## config.mk

```make
export PLATFORM = sky130hd
export DESIGN_NAME = jitter_hist_acc
export DESIGN_NICKNAME = d
export VERILOG_FILES = /design/src/rtl/jh_pkg.sv /design/src/rtl/jh_hit_counter.sv /design/src/rtl/jh_centroid_acc.sv /design/src/rtl/jh_seq_div.sv /design/src/rtl/jitter_hist_acc.sv
export SDC_FILE = /design/constraint.sdc
export NUM_CORES = 2
export LEC_CHECK = 0
export BUFFER_PORTS_ARGS = -buffer_cell sky130_fd_sc_hd__buf_2
export CAP_MARGIN = 25
export CORE_ASPECT_RATIO = 2
export CORE_MARGIN = 2
export CORE_UTILIZATION = 47
export CTS_CLUSTER_SIZE = 40
export DETAILED_ROUTE_END_ITERATION = 8
export PLACE_DENSITY = 0.6
export SLEW_MARGIN = 20
export SYNTH_ARGS = -nofsm -noshare
export SYNTH_HDL_FRONTEND = slang
export SYNTH_HIERARCHICAL = 1
export SYNTH_SLANG_ARGS = --single-unit
```

## constraint.sdc

```tcl
create_clock -name clk -period 11.7 [get_ports clk]
set_input_delay 1.17 -clock clk [delete_from_list [all_inputs] [get_ports clk]]
set_output_delay 1.17 -clock clk [all_outputs]
set_load 0.005 [all_outputs]
```

## src/rtl/jh_pkg.sv

```systemverilog
package jh_pkg;
  typedef enum logic [2:0] {
    ST_IDLE,
    ST_SAMPLE,
    ST_ACCUM,
    ST_MULT,
    ST_DIVIDE
  } jh_state_e;
endpackage

```

## src/rtl/jh_hit_counter.sv

```systemverilog
module jh_hit_counter #(
  parameter int CNT_W = 11
) (
  input  logic             clk,
  input  logic             rst_n,
  input  logic             clr_i,
  input  logic             en_i,
  input  logic             hit_i,
  output logic [CNT_W-1:0] cnt_o,
  output logic [CNT_W-1:0] nxt_o
);
  localparam logic [CNT_W-1:0] CNT_MAX = '1;

  logic [CNT_W-1:0] cnt_q, cnt_d;

  always_comb begin
    nxt_o = cnt_q;
    if (en_i && hit_i && (cnt_q != CNT_MAX)) nxt_o = cnt_q + 1'b1;
    cnt_d = cnt_q;
    if (clr_i)     cnt_d = '0;
    else if (en_i) cnt_d = nxt_o;
  end

  always_ff @(posedge clk or negedge rst_n) begin
    if (!rst_n) cnt_q <= '0;
    else        cnt_q <= cnt_d;
  end

  assign cnt_o = cnt_q;
endmodule

```

## src/rtl/jh_centroid_acc.sv

```systemverilog
module jh_centroid_acc #(
  parameter int CNT_W  = 11,
  parameter int CODE_W = 5,
  parameter int TOT_W  = 16,
  parameter int WS_W   = 21
) (
  input  logic              clk,
  input  logic              rst_n,
  input  logic              clr_i,
  input  logic              en_i,
  input  logic [CODE_W-1:0] idx_i,
  input  logic [CNT_W-1:0]  bin_i,
  output logic [WS_W-1:0]   wsum_o,
  output logic [TOT_W-1:0]  tot_o
);
  logic [WS_W-1:0]  wsum_q, wsum_d;
  logic [TOT_W-1:0] tot_q, tot_d;

  always_comb begin
    wsum_d = wsum_q;
    tot_d  = tot_q;
    if (clr_i) begin
      wsum_d = '0;
      tot_d  = '0;
    end else if (en_i) begin
      wsum_d = wsum_q + WS_W'(idx_i) * WS_W'(bin_i);
      tot_d  = tot_q + TOT_W'(bin_i);
    end
  end

  always_ff @(posedge clk or negedge rst_n) begin
    if (!rst_n) begin
      wsum_q <= '0;
      tot_q  <= '0;
    end else begin
      wsum_q <= wsum_d;
      tot_q  <= tot_d;
    end
  end

  assign wsum_o = wsum_q;
  assign tot_o  = tot_q;
endmodule

```

## src/rtl/jh_seq_div.sv

```systemverilog
module jh_seq_div #(
  parameter int NUM_W = 41,
  parameter int DEN_W = 32,
  parameter int Q_W   = 10
) (
  input  logic                  clk,
  input  logic                  rst_n,
  input  logic                  start_i,
  input  logic [NUM_W-1:0]      num_i,
  input  logic [DEN_W-1:0]      den_i,
  input  logic                  neg_i,
  output logic                  done_o,
  output logic signed [Q_W-1:0] quo_o
);
  localparam int IT_W = $clog2(NUM_W + 1);
  localparam logic [IT_W-1:0] IT_LAST = IT_W'(NUM_W - 1);

  logic [DEN_W-1:0] rem_q, rem_d, den_q;
  logic [NUM_W-1:0] quo_q, quo_d;
  logic [IT_W-1:0]  it_q, it_d;
  logic             run_q, run_d, done_q, done_d, neg_q;
  logic [DEN_W:0]   trial, diff;
  logic             ge;
  logic signed [Q_W-1:0] qmag;

  always_comb begin
    trial  = {rem_q, quo_q[NUM_W-1]};
    diff   = trial - {1'b0, den_q};
    ge     = (trial >= {1'b0, den_q});
    rem_d  = rem_q;
    quo_d  = quo_q;
    it_d   = it_q;
    run_d  = run_q;
    done_d = 1'b0;
    if (start_i) begin
      rem_d = '0;
      quo_d = num_i;
      it_d  = '0;
      run_d = 1'b1;
    end else if (run_q) begin
      rem_d = ge ? diff[DEN_W-1:0] : trial[DEN_W-1:0];
      quo_d = {quo_q[NUM_W-2:0], ge};
      it_d  = it_q + 1'b1;
      if (it_q == IT_LAST) begin
        run_d  = 1'b0;
        done_d = 1'b1;
      end
    end
  end

  always_ff @(posedge clk or negedge rst_n) begin
    if (!rst_n) begin
      rem_q  <= '0;
      quo_q  <= '0;
      it_q   <= '0;
      run_q  <= 1'b0;
      done_q <= 1'b0;
      den_q  <= '0;
      neg_q  <= 1'b0;
    end else begin
      rem_q  <= rem_d;
      quo_q  <= quo_d;
      it_q   <= it_d;
      run_q  <= run_d;
      done_q <= done_d;
      if (start_i) begin
        den_q <= den_i;
        neg_q <= neg_i;
      end
    end
  end

  assign qmag   = {1'b0, quo_q[Q_W-2:0]};
  assign quo_o  = neg_q ? -qmag : qmag;
  assign done_o = done_q;
endmodule

```

## src/rtl/jitter_hist_acc.sv

```systemverilog
module jitter_hist_acc #(
  parameter int NCODES = 32,
  parameter int NSAMP  = 1024,
  parameter int CNT_W  = 11,
  parameter int FRAC_W = 4,
  localparam int CODE_W = $clog2(NCODES),
  localparam int SKEW_W = CODE_W + FRAC_W + 1
) (
  input  logic                     clk,
  input  logic                     rst_n,
  input  logic                     start_i,
  input  logic                     sample_i,
  output logic [CODE_W-1:0]        delay_code_o,
  output logic                     sweep_o,
  input  logic                     rd_sweep_i,
  input  logic [CODE_W-1:0]        rd_idx_i,
  output logic [CNT_W-1:0]         rd_bin_o,
  output logic signed [SKEW_W-1:0] skew_o,
  output logic                     busy_o,
  output logic                     done_o
);
  import jh_pkg::*;

  localparam int SAMP_W = $clog2(NSAMP);
  localparam int NBINS  = NCODES - 1;
  localparam int TOT_W  = CNT_W + CODE_W;
  localparam int WS_W   = TOT_W + CODE_W;
  localparam int WT_W   = WS_W + TOT_W;
  localparam int NUM_W  = WT_W + FRAC_W;
  localparam int DEN_W  = 2 * TOT_W;
  localparam logic [SAMP_W-1:0] SAMP_LAST = SAMP_W'(NSAMP - 1);
  localparam logic [CODE_W-1:0] CODE_LAST = CODE_W'(NCODES - 1);
  localparam logic [CODE_W-1:0] BIN_LAST  = CODE_W'(NBINS - 1);

  jh_state_e state_q, state_d;
  logic [CODE_W-1:0] code_q, code_d, acc_q, acc_d;
  logic [SAMP_W-1:0] samp_q, samp_d;
  logic              sweep_q, sweep_d, done_q, done_d;
  logic signed [SKEW_W-1:0] skew_q, skew_d;

  logic cnt_clr, cnt_en, cdf_we, acc_clr, acc_en, div_start, div_done;
  logic [CNT_W-1:0] cnt_cur, cnt_nxt;
  logic [CNT_W-1:0] cdf_q [2][NCODES];
  logic [CNT_W-1:0] acc_bin [2];
  logic [WS_W-1:0]  wsum_w [2];
  logic [TOT_W-1:0] tot_w [2];
  logic [WT_W-1:0]  prod_hi, prod_lo, prod_mag;
  logic [NUM_W-1:0] div_num;
  logic [DEN_W-1:0] div_den;
  logic             div_neg, tot_zero;
  logic signed [SKEW_W-1:0] div_q;

  function automatic logic [CNT_W-1:0] bin_of(input logic s, input logic [CODE_W-1:0] k);
    logic [CODE_W-1:0] kn;
    bin_of = '0;
    kn = k + 1'b1;
    if (int'(k) < NBINS) begin
      if (cdf_q[s][kn] > cdf_q[s][k]) bin_of = cdf_q[s][kn] - cdf_q[s][k];
    end
  endfunction

  jh_hit_counter #(.CNT_W(CNT_W)) u_hits (
    .clk(clk), .rst_n(rst_n), .clr_i(cnt_clr), .en_i(cnt_en),
    .hit_i(sample_i), .cnt_o(cnt_cur), .nxt_o(cnt_nxt)
  );

  always_ff @(posedge clk) begin
    if (cdf_we) cdf_q[sweep_q][code_q] <= cnt_nxt;
  end

  for (genvar s = 0; s < 2; s++) begin : g_acc
    always_comb acc_bin[s] = bin_of(s[0], acc_q);
    jh_centroid_acc #(.CNT_W(CNT_W), .CODE_W(CODE_W), .TOT_W(TOT_W), .WS_W(WS_W)) u_acc (
      .clk(clk), .rst_n(rst_n), .clr_i(acc_clr), .en_i(acc_en),
      .idx_i(acc_q), .bin_i(acc_bin[s]), .wsum_o(wsum_w[s]), .tot_o(tot_w[s])
    );
  end

  always_comb begin
    prod_hi  = WT_W'(wsum_w[1]) * WT_W'(tot_w[0]);
    prod_lo  = WT_W'(wsum_w[0]) * WT_W'(tot_w[1]);
    div_neg  = prod_lo > prod_hi;
    prod_mag = div_neg ? (prod_lo - prod_hi) : (prod_hi - prod_lo);
    div_num  = {prod_mag, {FRAC_W{1'b0}}};
    div_den  = DEN_W'(tot_w[0]) * DEN_W'(tot_w[1]);
    tot_zero = (tot_w[0] == '0) || (tot_w[1] == '0);
  end

  jh_seq_div #(.NUM_W(NUM_W), .DEN_W(DEN_W), .Q_W(SKEW_W)) u_div (
    .clk(clk), .rst_n(rst_n), .start_i(div_start), .num_i(div_num),
    .den_i(div_den), .neg_i(div_neg), .done_o(div_done), .quo_o(div_q)
  );

  always_comb begin
    state_d = state_q;  code_d = code_q;  sweep_d = sweep_q;
    samp_d  = samp_q;   acc_d  = acc_q;   skew_d  = skew_q;
    done_d  = 1'b0;     cnt_clr = 1'b0;   cnt_en  = 1'b0;
    cdf_we  = 1'b0;     acc_clr = 1'b0;   acc_en  = 1'b0;
    div_start = 1'b0;
    unique case (state_q)
      ST_IDLE: if (start_i) begin
        state_d = ST_SAMPLE;
        code_d  = '0;
        sweep_d = 1'b0;
        samp_d  = '0;
        cnt_clr = 1'b1;
        acc_clr = 1'b1;
      end
      ST_SAMPLE: begin
        cnt_en = 1'b1;
        if (samp_q == SAMP_LAST) begin
          cdf_we  = 1'b1;
          cnt_clr = 1'b1;
          samp_d  = '0;
          if (code_q == CODE_LAST) begin
            code_d = '0;
            if (sweep_q) begin
              sweep_d = 1'b0;
              acc_d   = '0;
              state_d = ST_ACCUM;
            end else begin
              sweep_d = 1'b1;
            end
          end else begin
            code_d = code_q + 1'b1;
          end
        end else begin
          samp_d = samp_q + 1'b1;
        end
      end
      ST_ACCUM: begin
        acc_en = 1'b1;
        if (acc_q == BIN_LAST) state_d = ST_MULT;
        else                   acc_d   = acc_q + 1'b1;
      end
      ST_MULT: begin
        if (tot_zero) begin
          skew_d  = '0;
          done_d  = 1'b1;
          state_d = ST_IDLE;
        end else begin
          div_start = 1'b1;
          state_d   = ST_DIVIDE;
        end
      end
      ST_DIVIDE: if (div_done) begin
        skew_d  = div_q;
        done_d  = 1'b1;
        state_d = ST_IDLE;
      end
      default: state_d = ST_IDLE;
    endcase
  end

  always_ff @(posedge clk or negedge rst_n) begin
    if (!rst_n) begin
      state_q <= ST_IDLE;
      code_q  <= '0;
      sweep_q <= 1'b0;
      samp_q  <= '0;
      acc_q   <= '0;
      skew_q  <= '0;
      done_q  <= 1'b0;
    end else begin
      state_q <= state_d;
      code_q  <= code_d;
      sweep_q <= sweep_d;
      samp_q  <= samp_d;
      acc_q   <= acc_d;
      skew_q  <= skew_d;
      done_q  <= done_d;
    end
  end

  always_comb rd_bin_o = bin_of(rd_sweep_i, rd_idx_i);

  assign delay_code_o = code_q;
  assign sweep_o      = sweep_q;
  assign skew_o       = skew_q;
  assign busy_o       = (state_q != ST_IDLE);
  assign done_o       = done_q;
endmodule

```

==> reports/qor.csv <==
stage,metric,value,unit
status,status,"complete, no violations",
final_layout,nFillCells,18200,
sta,max_slew_margin,0.212,
critical_path,crit_type,flop to flop,
route,vias,71200,
die,die_x,326,microns
clocking,cts_made_buffers,93,
route,drt_iter0_drc,5974,
synth,synthFlopType,edfxtp_1,
sta,finalCritPeriodShare,0.869,
synth,synthTopCellsByArea,"edfxtp_1 22%, mux4_2 18%, fa_1 17%",
clocking,clk_path_buf_depth,3,
clocking,insertion_delay,0.76,ns
die,dieArea,211000,sq um
run,drv_cap,0,
critical_path,crit_family,adder cells,
synth,ys_types,96,
synth,synth_top_area_cell,edfxtp_1,
synth,yosys_register_bits,938,
critical_path,end_kind,flop,
sta,finalCriticalPeriod,10.16,ns
grt,track_usage,0.315,
place,placed_cell_area,101000,sq um
grt,first_global_vias,76200,
synth,syn_area,97500,sq um
clocking,clkSinkCount,938,
die,start_util,0.472,
sta,worst_pin_slew,1.15,ns
grt,grt_max_degree,124,
synth,synth.avg_cell_area,11.2,sq um
critical_path,crit_path_start_kind,flop,
route,routed_wl,331000,microns
final_layout,fin_nets,9866,
synth,ys_seq_area_frac,0.277,
critical_path,crit_required,12.34,ns
clocking,clock-root-buffer,clkbuf_16,
power_and_ir_drop,power_density,92.6,nW/um^2
route,dr.pass1.iters,6,
route,drtAntennaViolNets,0,
clocking,clk_pin_slew,0.07,ns
place,hpwl,248000,microns
synth,synth_top_area_share,0.217,
sta,setup_viol,0,
sta,grt_setup_unrepaired,false,
synth,ys_async_sr_fraction,0.249,
sta,holdWs,0.358,ns
die,rows,236,
route,via_per_inst,6.29,
clocking,htree_num_levels,3,
power_and_ir_drop,total_power,9.65,mW
place,place_congestion,0.953,
critical_path,cp_max_fo,56,
min_path,min_path_type,primary input to asynchronous set/reset pin,
route,drc,0,
synth,synth_edf_count,704,
critical_path,worstPathArrival,10.81,ns
place,dp_slack,1.52,ns
clocking,cts_setup_buffers,0,
sta,setup_tns,0,ns
critical_path,cp_slowest_cell,dfrtp_1,
grt,overflow,0,
sta,fin_ws,1.54,ns
place,portBuffers,38,
sta,slew_viol_final,0,
grt,antenna_found_initial,2,
critical_path,path_depth,33,
power_and_ir_drop,p_leak,43.4,nW
clocking,cts_tree,yes,
clocking,postCtsHoldBufs,0,
die,io_pins,39,
die,die_y,648,microns
sta,max_clock_freq,0.0984,GHz
final_layout,final_cell_area,104000,sq um
critical_path,r2r_cells,33,
critical_path,critPathMaxStageDelay,1.02,ns
synth,syn-instance-count,8714,
sta,hold_viol,0,
final_layout,drive_above_1_share,0.155,
sta,clock_skew,0.0761,ns
clocking,cts_resized,0,
power_and_ir_drop,irDropWorstVdd,148,uV
critical_path,critPathBufInv,5,
critical_path,crit_top_cell,fa_1,
route,wl_per_cell,29.2,microns
final_layout,area_growth_syn_to_layout,6.95,%
die,core-area,206000,sq um
synth,yosysWarnings,6,
grt,grt_pass1_wl,491000,microns
-- state kept, by name, summed over array words and instances (netlist names), 3 cells and up --
register and cells:
delay_code_o 5, u_div/den_q 32, state_q 3, u_div/it_q 6, u_hits/cnt_o 11, u_div/quo_q 41
samp_q 10, cdf_q 704, g_acc.u_acc/tot_o 32, g_acc.u_acc/wsum_o 42, u_div/rem_q 32, skew_o 10
acc_q 5
-- metal layers --
layer  part of all wire  routed length (microns)  track usage
met1               0.30                    99200        0.306
met2               0.52                   171000        0.566
met3              0.061                    20300       0.0431
met4               0.12                    40300        0.309
met5           0.000033                       11            0
-- cells in the mapped netlist, types with 45 or more instances --
master,number
o22ai_1,53
nand3_1,61
o221ai_1,48
nor2_1,335
buf_2,51
fa_1,812
nand4_1,53
a211oi_1,93
o21ai_0,301
a21o_1,154
nand2_1,942
mux2i_1,245
dfrtp_1,234
xnor2_1,160
and2_1,466
xor2_1,80
nor3_1,45
ha_1,547
a21oi_1,351
mux4_2,760
buf_1,79
mux2_2,78
clkbuf_1,407
inv_1,1131
edfxtp_1,704
-- logic make-up after synthesis --
| group | synth area share |
|---|---|
| buf+inv | 0.0659 |
| other cells | 0.0000385 |
| fa+ha+maj | 0.237 |
| compound gates | 0.0851 |
| xor+xnor | 0.0216 |
| simple gates | 0.103 |
| flops | 0.277 |
| mux | 0.210 |
-- cell usage in the layout, fill, tap and decap left out, drive strengths merged, types with 29 or more instances in the layout --
cell and instances:
nor2b 44, o21bai 38, nand2b 38, xnor2 160, nor3 45, a211oi 100, mux4 760, inv 1138
a21oi 353, o221ai 48, mux2i 245, buf 230, edfxtp 704, o21ai 316, dfrtp 234, nand4 55
and3 44, o22ai 53, mux2 82, o21a 31, clkinv 29, and2 468, xor2 80, a21o 154
fa 812, ha 547, nand3 65, nand2 944, nor2 335, clkbuf 121
-- power breakdown --
group / total [mW] / switching [mW] / internal [mW] / leakage (nW)
combinational: 2.42 / 1.55 / 0.866 / 31.7
clock: 3.32 / 1.48 / 1.84 / 1.57
sequential: 3.92 / 0.136 / 3.78 / 10.1
total: 9.65 / 3.17 / 6.49 / 43.4
-- stage by stage --
step                cells   util
global route        11300  0.505
CTS                 11300  0.505
global placement    11100  0.489
detailed placement  11100  0.489
floorplan            8717      -
finish              11300  0.505
-- worst register-to-register path: cells and delay by family, from the launching register on --
family                     cells  cell delay (ns)
adders and majority gates      8             3.76
and+or+nand+nor               11             2.13
AOI/OAI and AO/OA              6             1.50
DFF                            1             1.02
xor gates and xnor gates       2             0.73
buffers and inverters          5             0.61
muxes                          1             0.35
-- path summary, 6_finish.rpt --
kind                                           startpoint                       to  slack [ns]
worst max-delay path            g_acc[0].u_acc/wsum_o[12]          u_div/quo_q[20]        1.54
worst min-delay path                                rst_n          u_div/rem_q[25]        0.36
worst max register to register  g_acc[0].u_acc/wsum_o[12]          u_div/quo_q[20]        1.54
worst min register to register                  skew_o[3]                skew_o[3]        0.49
max in group asynchronous                           rst_n  g_acc[1].u_acc/tot_o[4]        9.29
min in group clk                                skew_o[3]                skew_o[3]        0.49
-- area by class of cell --
cell class	instances	area, sq um	share of cell area
inverters	1131	4250	0.0407
clock buffers	119	2490	0.0239
diodes	3	7.51	0.0000720
multi-input cells	6101	64500	0.618
clock inverters	54	768	0.00737
well taps	2737	3420	0.0328
repair buffers	232	1880	0.0180
flip-flops and latches	938	27000	0.259
Note: power is estimated with default switching activity, not from simulation.
